===== config.mk =====
export PLATFORM = sky130hd
export DESIGN_NAME = spi_irq_regbank
export DESIGN_NICKNAME = d
export VERILOG_FILES = /design/src/rtl/spi_irq_pkg.sv /design/src/rtl/spi_irq_rst_sync.sv /design/src/rtl/spi_irq_decode.sv /design/src/rtl/spi_irq_mask.sv /design/src/rtl/spi_irq_status.sv /design/src/rtl/spi_irq_wmark.sv /design/src/rtl/spi_irq_regbank.sv
export SDC_FILE = /design/constraint.sdc
export NUM_CORES = 1
export LEC_CHECK = 0
export ABC_AREA = 1
export BUFFER_PORTS_ARGS = -buffer_cell sky130_fd_sc_hd__buf_2
export CORE_MARGIN = 2
export CORE_UTILIZATION = 40
export CTS_CLUSTER_SIZE = 12
export DETAILED_ROUTE_END_ITERATION = 16
export PLACE_DENSITY_LB_ADDON = 0.2
export SLEW_MARGIN = 10
export SYNTH_ARGS = -nofsm -noshare
export SYNTH_HDL_FRONTEND = slang
export SYNTH_SLANG_ARGS = --single-unit

===== constraint.sdc =====
create_clock -name clk -period 3.1 [get_ports clk]
set_clock_uncertainty 0.15 [all_clocks]
set_input_delay 0.62 -clock clk [delete_from_list [all_inputs] [get_ports clk]]
set_output_delay 0.62 -clock clk [all_outputs]
set_load 0.01 [all_outputs]

===== src/rtl/spi_irq_pkg.sv =====
package spi_irq_pkg;

  // Register byte offsets; software depends on these
  localparam int unsigned OFS_STATUS = 'h04;
  localparam int unsigned OFS_MSET   = 'h08;
  localparam int unsigned OFS_MCLR   = 'h0C;
  localparam int unsigned OFS_MASK   = 'h10;
  localparam int unsigned OFS_ENABLE = 'h14;
  localparam int unsigned OFS_WMARK  = 'h28;

  // Shared bit layout of status and mask
  localparam int unsigned IRQ_BITS    = 7;
  localparam int unsigned BIT_MODF    = 1;
  localparam int unsigned BIT_TXOVER  = 2;
  localparam int unsigned BIT_TXFULL  = 3;
  localparam int unsigned BIT_RXAVAIL = 4;

  // Status bits that have an event source
  localparam logic [IRQ_BITS-1:0] SRC_BITS =
    IRQ_BITS'((1 << BIT_MODF) | (1 << BIT_TXOVER) |
              (1 << BIT_TXFULL) | (1 << BIT_RXAVAIL));

  typedef logic [IRQ_BITS-1:0] irq_vec_t;

  typedef struct packed {
    logic status;
    logic mset;
    logic mclr;
    logic enable;
    logic wmark;
  } wr_strb_t;

  typedef enum logic [2:0] {
    RSEL_NONE,
    RSEL_STATUS,
    RSEL_MASK,
    RSEL_ENABLE,
    RSEL_WMARK
  } rsel_t;

endpackage


===== src/rtl/spi_irq_rst_sync.sv =====
module spi_irq_rst_sync (
  input  logic clk,
  input  logic rst_n,
  output logic rst_q_n
);
  logic [1:0] sync_q;

  always_ff @(posedge clk or negedge rst_n) begin
    if (!rst_n) sync_q <= 2'b00;
    else        sync_q <= {sync_q[0], 1'b1};
  end

  assign rst_q_n = sync_q[1];
endmodule


===== src/rtl/spi_irq_decode.sv =====
module spi_irq_decode
  import spi_irq_pkg::*;
#(
  parameter int unsigned ADDR_W = 8
) (
  input  logic [ADDR_W-1:0] addr,
  input  logic              we,
  output wr_strb_t          wr,
  output rsel_t             rsel
);
  logic hit_status, hit_mset, hit_mclr, hit_mask, hit_en, hit_wm;

  always_comb begin
    hit_status = (addr == ADDR_W'(OFS_STATUS));
    hit_mset   = (addr == ADDR_W'(OFS_MSET));
    hit_mclr   = (addr == ADDR_W'(OFS_MCLR));
    hit_mask   = (addr == ADDR_W'(OFS_MASK));
    hit_en     = (addr == ADDR_W'(OFS_ENABLE));
    hit_wm     = (addr == ADDR_W'(OFS_WMARK));
  end

  always_comb begin
    wr.status = we & hit_status;
    wr.mset   = we & hit_mset;
    wr.mclr   = we & hit_mclr;
    wr.enable = we & hit_en;
    wr.wmark  = we & hit_wm;
  end

  // Write-only and unmapped offsets select nothing
  always_comb begin
    if (hit_status)    rsel = RSEL_STATUS;
    else if (hit_mask) rsel = RSEL_MASK;
    else if (hit_en)   rsel = RSEL_ENABLE;
    else if (hit_wm)   rsel = RSEL_WMARK;
    else               rsel = RSEL_NONE;
  end
endmodule


===== src/rtl/spi_irq_mask.sv =====
module spi_irq_mask
  import spi_irq_pkg::*;
(
  input  logic     clk,
  input  logic     rst_n,
  input  logic     set_en,
  input  logic     clr_en,
  input  irq_vec_t bits,
  output irq_vec_t mask
);
  irq_vec_t mask_q, mask_d;
  logic     mask_ce;

  always_comb begin
    mask_ce = set_en | clr_en;
    mask_d  = mask_q;
    if (set_en) mask_d = mask_q | bits;
    if (clr_en) mask_d = mask_d & ~bits;
  end

  always_ff @(posedge clk or negedge rst_n) begin
    if (!rst_n)       mask_q <= '0;
    else if (mask_ce) mask_q <= mask_d;
  end

  assign mask = mask_q;
endmodule


===== src/rtl/spi_irq_status.sv =====
module spi_irq_status
  import spi_irq_pkg::*;
(
  input  logic     clk,
  input  logic     rst_n,
  input  irq_vec_t set_vec,
  input  logic     clr_en,
  input  irq_vec_t clr_bits,
  output irq_vec_t status
);
  for (genvar b = 0; b < IRQ_BITS; b++) begin : g_bit
    if (SRC_BITS[b]) begin : g_src
      logic st_q, st_d;
      // An arriving event wins over a clear in the same cycle
      always_comb st_d = (st_q & ~(clr_en & clr_bits[b])) | set_vec[b];
      always_ff @(posedge clk or negedge rst_n) begin
        if (!rst_n) st_q <= 1'b0;
        else        st_q <= st_d;
      end
      assign status[b] = st_q;
    end else begin : g_none
      assign status[b] = 1'b0;
    end
  end
endmodule


===== src/rtl/spi_irq_wmark.sv =====
module spi_irq_wmark #(
  parameter int unsigned CNT_W  = 8,
  parameter int unsigned WM_RST = 1
) (
  input  logic             clk,
  input  logic             rst_n,
  input  logic             wr_en,
  input  logic [CNT_W-1:0] wr_val,
  input  logic [CNT_W-1:0] tx_count,
  output logic [CNT_W-1:0] wmark,
  output logic             below
);
  logic [CNT_W-1:0] wm_q;

  always_ff @(posedge clk or negedge rst_n) begin
    if (!rst_n)     wm_q <= CNT_W'(WM_RST);
    else if (wr_en) wm_q <= wr_val;
  end

  assign wmark = wm_q;
  assign below = (tx_count < wm_q);
endmodule


===== src/rtl/spi_irq_regbank.sv =====
module spi_irq_regbank
  import spi_irq_pkg::*;
#(
  parameter int unsigned ADDR_W = 8,
  parameter int unsigned DATA_W = 32,
  parameter int unsigned CNT_W  = 8
) (
  input  logic              clk,
  input  logic              rst_n,
  input  logic [ADDR_W-1:0] reg_addr,
  input  logic              reg_we,
  input  logic [DATA_W-1:0] reg_wdata,
  output logic [DATA_W-1:0] reg_rdata,
  input  logic [CNT_W-1:0]  tx_count,
  input  logic              tx_full,
  input  logic              rx_not_empty,
  input  logic              mode_fault,
  output logic              irq,
  output logic              ctrl_en
);
  localparam int unsigned USED_W = (CNT_W > IRQ_BITS) ? CNT_W : IRQ_BITS;

  logic             rst_q_n;
  wr_strb_t         wr;
  rsel_t            rsel;
  irq_vec_t         mask, status, set_vec;
  irq_vec_t         wbits;
  logic [CNT_W-1:0] wmark;
  logic             below;
  logic             en_q;
  logic             unused_wdata;

  assign wbits        = reg_wdata[IRQ_BITS-1:0];
  assign unused_wdata = ^reg_wdata[DATA_W-1:USED_W];

  spi_irq_rst_sync u_rst (
    .clk     (clk),
    .rst_n   (rst_n),
    .rst_q_n (rst_q_n)
  );

  spi_irq_decode #(.ADDR_W(ADDR_W)) u_dec (
    .addr (reg_addr),
    .we   (reg_we),
    .wr   (wr),
    .rsel (rsel)
  );

  spi_irq_mask u_mask (
    .clk    (clk),
    .rst_n  (rst_q_n),
    .set_en (wr.mset),
    .clr_en (wr.mclr),
    .bits   (wbits),
    .mask   (mask)
  );

  spi_irq_wmark #(.CNT_W(CNT_W), .WM_RST(1)) u_wm (
    .clk      (clk),
    .rst_n    (rst_q_n),
    .wr_en    (wr.wmark),
    .wr_val   (reg_wdata[CNT_W-1:0]),
    .tx_count (tx_count),
    .wmark    (wmark),
    .below    (below)
  );

  always_comb begin
    set_vec              = '0;
    set_vec[BIT_MODF]    = mode_fault;
    set_vec[BIT_TXOVER]  = below;
    set_vec[BIT_TXFULL]  = tx_full;
    set_vec[BIT_RXAVAIL] = rx_not_empty;
  end

  spi_irq_status u_stat (
    .clk      (clk),
    .rst_n    (rst_q_n),
    .set_vec  (set_vec),
    .clr_en   (wr.status),
    .clr_bits (wbits),
    .status   (status)
  );

  // Controller enable register
  always_ff @(posedge clk or negedge rst_q_n) begin
    if (!rst_q_n)      en_q <= 1'b0;
    else if (wr.enable) en_q <= reg_wdata[0];
  end

  assign ctrl_en = en_q;
  assign irq     = |(status & mask);

  always_comb begin
    reg_rdata = '0;
    unique case (rsel)
      RSEL_STATUS: reg_rdata[IRQ_BITS-1:0] = status;
      RSEL_MASK:   reg_rdata[IRQ_BITS-1:0] = mask;
      RSEL_ENABLE: reg_rdata[0]            = en_q;
      RSEL_WMARK:  reg_rdata[CNT_W-1:0]    = wmark;
      default:     reg_rdata               = '0;
    endcase
  end
endmodule


== After elaboration in Yosys (flattened, before gate mapping) ==
Cells that the tools add are included.

* Register bits after elaboration: 22
* Bits of input ports: 54
* Logic and storage cells: 55

* $lt $le $gt $ge: 1
* Equal/unequal tests: 10
* Muxes and demuxes: 9
* Bitwise operators: 26
* Reductions and logical operators: 1

{| class="wikitable"
|+ Operators by type and width
! kind !! number
|-
| $pmux W6 S3 || 1
|-
| $eq A8 B4 Y1 const B || 2
|-
| $eq A8 B5 Y1 const B || 2
|-
| $mux W7 || 2
|-
| $and A1 B1 Y1 || 13
|-
| $mux W3 || 4
|-
| $eq A8 B3 Y1 const B || 1
|-
| $eq A8 B6 Y1 const B || 1
|-
| $lt A8 B8 Y1 || 1
|-
| $and A5 B7 Y7 || 1
|-
| $and A7 B7 Y7 || 1
|-
| $not A7 Y7 || 1
|-
| $or A7 B7 Y7 || 1
|-
| $reduce_or A7 Y1 || 1
|-
| $eq A3 B2 Y1 const B || 2
|-
| $or A1 B1 Y1 || 5
|-
| $not A1 Y1 || 4
|-
| $eq A3 B1 Y1 const B || 1
|-
| $eq A3 B3 Y1 const B || 1
|-
| $pmux W1 S3 || 1
|-
| $mux W1 || 1
|}

== Longest topological paths before layout ==
Gate-level depths: netlist (run 1).

* Word-level depth: 7
* Gate-level depth with buffers: 9

== Cells and area by module ==
From an unflattened synthesis (run 1), not the netlist that was laid out.

* Cell total of the unflattened synthesis: 254
* Area total of the unflattened synthesis: 1,715.4 um^2

{| class="wikitable"
|+ Modules (own cells, without submodules)
! module !! instances !! cells each !! area an instance (um^2) !! sequential area each (um^2)
|-
| spi_irq_regbank || 1 || 82 || 484.2 || 25.0
|-
| spi_irq_wmark || 1 || 55 || 469.2 || 201.4
|-
| spi_irq_mask || 1 || 49 || 332.8 || 175.2
|-
| spi_irq_status || 1 || 28 || 216.5 || 100.1
|-
| spi_irq_decode || 1 || 37 || 158.9 || 0.0
|-
| spi_irq_rst_sync || 1 || 3 || 53.8 || 50.0
|}

== Worst setup path before layout (run 1) ==
OpenSTA, ideal clock, no wires.

* Kind: input-to-output
* Start: input port reg_addr[7]
* End: output port reg_rdata[5]
* Arrival: 1.370 ns
* Path slack: 0.960 ns
* Stages on the path: 5
* Path buffers: 1
* Cells stage by stage: nor2_2 > and3_1 > buf_4 > nand2_1 > o21ai_0

* Longest elaborated chain between the ends: 7
* Elaborated cells on any way between the ends: 12

{| class="wikitable"
|+ Ends and longest elaborated chain
! what !! line !! text
|-
| from (decl) || spi_irq_regbank.sv:10 || <nowiki>input logic [ADDR_W-1:0] reg_addr,</nowiki>
|-
| $eq A8 B6 Y1 || spi_irq_decode.sv:19 || <nowiki>hit_wm = (addr == ADDR_W'(OFS_WMARK));</nowiki>
|-
| $mux W3 || spi_irq_decode.sv:35 || <nowiki>else if (hit_wm) rsel = RSEL_WMARK;</nowiki>
|-
| $mux W3 || spi_irq_decode.sv:34 || <nowiki>else if (hit_en) rsel = RSEL_ENABLE;</nowiki>
|-
| $mux W3 || spi_irq_decode.sv:33 || <nowiki>else if (hit_mask) rsel = RSEL_MASK;</nowiki>
|-
| $mux W3 * || spi_irq_decode.sv:32 || <nowiki>if (hit_status) rsel = RSEL_STATUS;</nowiki>
|-
| $eq A3 B3 Y1, or another cell as far along || spi_irq_regbank.sv:96 || <nowiki>unique case (rsel)</nowiki>
|-
| $pmux W6 S3 * || spi_irq_regbank.sv:96 ||
|-
| to (decl) || spi_irq_regbank.sv:13 || <nowiki>output logic [DATA_W-1:0] reg_rdata,</nowiki>
|}

Mark *: on every way between the ends. The rest lies on a longest branch, timed or not.

== Worst setup path after layout (run 1) ==
Ends and elaborated chain as after synthesis.

==> results of run 1 <==
worst max-delay path by stage:
stage	startpoint	endpoint	slack, ns
6_report	reg_addr[7]	reg_rdata[5]	0.50
5_1_grt	reg_addr[7]	reg_rdata[5]	0.36
4_1_cts	reg_addr[7]	reg_rdata[5]	0.49
3_5_place_dp	reg_addr[7]	reg_rdata[5]	0.49
3_3_place_gp	reg_addr[7]	reg_rdata[5]	0.49
2_1_floorplan	reg_addr[7]	reg_rdata[5]	0.96
worst max-delay path, stage by stage:
cell     delay [ns]
buf_2          0.10
nor2_2         0.14
nand3_1        0.11
nor2_1         0.45
nand3_1        0.15
o21ai_0        0.11
buf_2          0.15
logic make-up (layout without fill, tap and decap cells):
logic type                 count (synthesis)  in the layout  share of synthesized area (%)
and+or+nand+nor                          111            111                           33.4
other                                      2             25                          0.475
adders and majority gates                  7              7                           5.54
DFF                                       22             22                           34.9
AOI/OAI and AO/OA                         12             12                           3.80
buffers and inverters                     63             80                           21.9
cell type report:
type                       instances  area [um2]
clock buffer                       3        41.3
inverter                          33         124
timing repair buffer              43         228
clock inverter                     1        30.0
tap                               48        60.1
multi-input combinational        155         769
fill                             414        1940
sequential                        22         552
through the flow:
step                      instances  util [%]  setup slack, ns  total power [mW]  hold WS, ns
after floorplan                 240         -            0.960             0.394        0.103
after global placement          300      46.0            0.485             0.406        0.184
after detailed placement        300      46.0            0.492             0.408        0.187
after CTS                       305      48.2            0.487             0.679        0.207
after global routing            305      48.2            0.355             0.712        0.222
final                           305      48.2            0.496             0.673        0.199
cell usage after synthesis, drive strengths merged:
cell type,count
nor3,8
nand2,49
conb,2
nand4,10
inv,33
nor2,10
nand3,33
a21oi,9
dfstp,1
and3,1
buf,28
clkbuf,2
dfrtp,21
ha,7
o21ai,3
power breakdown:
| group | switching (mW) | total, mW | internal (mW) |
|---|---|---|---|
| clock network | 0.0974 | 0.270 | 0.172 |
| registers | 0.0121 | 0.311 | 0.298 |
| logic | 0.0587 | 0.0923 | 0.0335 |
| total | 0.168 | 0.673 | 0.504 |
what timing repair did:
action	CTS	global route
hold buffers	1	0
hold endpoints to repair	2	0
resized for setup	0	0
routing by layer:
| layer | GRT usage, % | vias up |
|---|---|---|
| met5 | 0 | - |
| met4 | 5.36 | 0 |
| met3 | 2.03 | 4 |
| met2 | 27.3 | 40 |
| met1 | 22.5 | 611 |
| li1 | - | 725 |
cell usage in the layout, fill, tap and decap left out, types with 5 or more instances in the layout:
cell / instances
nor2_1: 5
nand2_1: 49
nand4_1: 10
conb_1: 25
dfrtp_1: 21
nand3_1: 32
buf_2: 39
inv_1: 33
a21oi_1: 9
nor3_1: 8
ha_1: 7
==> qor.csv, run 1 <==
metric,value,unit
pwr dens,373,nW/um2
ANT cells,0,
Max clock buf depth,2,
Horiz. Die Dim,66.9,um
reg-to-reg startpoint,u_wm.wmark[5],
reg2reg end,u_stat.g_bit[2].g_src.st_q,
critical path arrival,1.83,ns
Cell variety after synth,20,
vias in the first global route,1244,
Critical Path RT,2.33,ns
P&R area growth vs syn,14.1,%
min cycle time layout,2.60,ns
antenna violations before repair,0,
period utilization,84.0,%
starting density of the core,42.2,%
clock buffer count from CTS,3,
Lkg Pwr,1.01,nW
Rel. slew slack,44.7,%
Syn Inst Count,217,
CTS tree,yes,
number of port buffers,39,
Residual DRC,0,
gr ovfl total,0,
gpl congestion,0.818,
share of cells above drive strength 1,20.6,%
Top Metal Used,met4,
Setup Crit Path Kind,input port to output pin,
Peak VDD IR,233,uV
Yosys top cell area share,33.2,%
min-delay worst type,register to async pin,
final wirelength,3300,um
Routed met3 length,158,um
DPL Wire Length,2570,um
outcome,"complete, no violations",
max_cap viols,0,
R2R cell count,7,
Placed Area,1720,um2
Yosys Warn Count,0,
Cell Rows,22,
"Slew Viols, Final",0,
Fmax,384,MHz
Crit Path Max Fanout,7,
H-Tree Level Count,1,
met2 WL post-DR,1530,um
crit start category,input port,
Nets,319,
root buffer cell,clkbuf_8,
crit end category,output pin,
RSZ-0062 raised after global routing,no,
first-pass GRT wire length,5590,um
mapped cell area,1580,um2
Yosys reg bits,22,
CTS Sinks,22,
synth top area cells,"dfrtp_1 (33%), buf_4 (13%), nand2_1 (12%)",
"Seq/Total Area, Yosys",34.9,%
Final ANT Viol Nets,0,
Initial DRC Count,26,
Core Region,3740,um2
setup_tns,0,ns
reg2reg setup slack,1.75,ns
Post-CTS Setup Inserts,0,
Final setup viols,0,
worst skew pair latency,0.26,ns
die area,4470,um2
met1 wire length,1570,um
die height,66.9,um
WL/cell,10.8,um
Fin. Hold Viols,0,
Vias,1380,
Avg Inst Size Synth,7.29,um2
Detailed Routing Iterations Pass 1,4,
largest area contributor in the netlist,dfrtp_1,
final instance area,1800,um2
Ports,88,
clock transition at the registers of the reported paths,0.08,ns
Worst-Margin Slew,0.829,ns
vias per inst,4.52,
overall routing resource usage,16.6,%
largest net degree at the start of global routing,21,
Power figures use the tool's default switching activity.
==> run 2, diff against run 1 <==
clock period = 2.65 ns   (was 3.1 ns; I/O delays follow)
==> run 2 against run 1 <==
- hold slack worse by 0.012 ns
- via count is 1.1% higher
- cell area is 0.49% lower
- combinational power is 17% higher
- critical path depth stayed put
- flip-flop and latch count stayed put
- register-to-register slack worse by 0.46 ns
- worst setup slack worse by 0.20 ns
- global-route usage is 0.91 points lower
- critical endpoint is now reg_rdata[3]
- largest power group unchanged
==> qor.csv, run 2 (synthesis results as in run 1) <==
metric,value,unit
RSZ-0062 raised after global routing,no,
Setup WS post-layout,0.296,ns
Initial DRC Count,32,
pwr dens,394,nW/um2
Worst-Margin Slew,0.801,ns
CP startpoint,reg_addr[7],
Fin. Hold Viols,0,
final core occ,48.0,%
area of the multi-input gates,769,um2
gpl congestion,0.836,
Setup Crit Path Kind,input port to output pin,
Fmax,425,MHz
number of port buffers,39,
period utilization,88.8,%
Crit-path slowest cell,and3_1,
Core Region,3740,um2
Lkg Pwr,1.00,nW
min cycle time layout,2.35,ns
CP peak stage delay,0.36,ns
share of cells above drive strength 1,20.9,%
largest net degree at the start of global routing,21,
R2R cell count,7,
total power,707,uW
gr ovfl total,0,
Crit path max-delay family,simple AND/OR/NAND/NOR gates,
crit end category,output pin,
WL/cell,10.6,um
Crit Path Max Fanout,8,
CTS tree,yes,
Nets,320,
Horiz. Die Dim,66.9,um
Residual DRC,0,
PostCTS Resize Cnt,0,
worst skew pair latency,0.26,ns
antenna violations before repair,0,
die area,4470,um2
clock buffer count from CTS,3,
Max clock buf depth,2,
Non-Filler Instances,306,
H-Tree Level Count,1,
Register Area,552,um2
Critical Path RT,1.97,ns
reg2reg end,u_stat.g_bit[2].g_src.st_q,
Cell Rows,22,
critical path arrival,1.67,ns
max_cap viols,0,
Final setup viols,0,
Rel. slew slack,46.6,%
min-delay worst type,register to async pin,
"commonest non-fill, non-tap cell in the layout",nand2_1,
P&R area growth vs syn,13.5,%
"worst slack, placed",0.317,ns
Peak VDD IR,283,uV
Fillers,394,
Detailed Routing Iterations Pass 1,4,
overall routing resource usage,15.7,%
final instance area,1800,um2
final wirelength,3230,um
crit start category,input port,
crit-path cells,buf_2 -> nor2_2 -> and3_1 -> buf_4 -> nand3_1 -> nand3_1 -> buf_2,
die height,66.9,um
Fin Hold WS,0.187,ns
Cells after DPL,301,
crit path buf inv count,3,
clock transition at the registers of the reported paths,0.08,ns
first-pass GRT wire length,5290,um
ANT cells,0,
vias per inst,4.56,
"Slew Viols, Final",0,
Vias,1395,
reg2reg setup slack,1.29,ns
starting density of the core,42.2,%
Final ANT Viol Nets,0,
CTS Sinks,22,
setup_tns,0,ns
Ports,88,
Placed Area,1730,um2
Setup crit end,reg_rdata[3],
critical path depth in cells,7,
vias in the first global route,1199,
outcome,"complete, no violations",
root buffer cell,clkbuf_8,
reg-to-reg startpoint,u_wm.wmark[5],
DPL Wire Length,2520,um
"commonest cells after routing, fill and taps aside","nand2_1 (49), buf_2 (39), inv_1 (33), nand3_1 (32), conb_1 (25)",
## run 2: cell types whose count changed in the layout (fill, tap and decap cells not counted)
cell | previous run | this run
buf_4 | 3 | 4
bufinv_16 | 1 | 0
clkbuf_8 | 3 | 4
## run 2: worst min path at each step
stage                                 end  slack, ns            start  cells after the start
after floorplan           u_rst.sync_q[0]       0.08            rst_n                      0
after global placement    u_rst.sync_q[0]       0.17            rst_n                      1
after detailed placement  u_rst.sync_q[0]       0.17            rst_n                      1
after CTS                 u_rst.sync_q[1]       0.21  u_rst.sync_q[0]                      0
after global routing      u_rst.sync_q[1]       0.23  u_rst.sync_q[0]                      0
final                           async pin       0.19  u_rst.sync_q[1]                      0
## run 2: metal layers
layer  global-route usage, %  vias up  share of wire (%)
li1                        -      727                  -
met1                    20.4      615                 47
met2                    25.8       48                 46
met3                    2.03        5                5.4
met4                    6.89        0                1.6
met5                       0        -                  0
## run 2: cell type report
cell class / instances / share of cell area, %
tap: 48 / 3.34
timing repair buffer: 44 / 13.1
clock buffer: 4 / 3.07
inverter: 33 / 6.90
sequential: 22 / 30.7
multi-input combinational: 155 / 42.9
## run 2: power breakdown
| group | switching (mW) | internal [mW] | total [mW] |
|---|---|---|---|
| combinational | 0.0684 | 0.0393 | 0.108 |
| clock | 0.104 | 0.132 | 0.236 |
| sequential | 0.0140 | 0.349 | 0.363 |
| total | 0.186 | 0.521 | 0.707 |
## run 2: repair_timing
item | in CTS | in global routing
hold buffers | 1 | 0
setup buffers | 0 | 0
endpoints found under the hold margin | 2 | 0
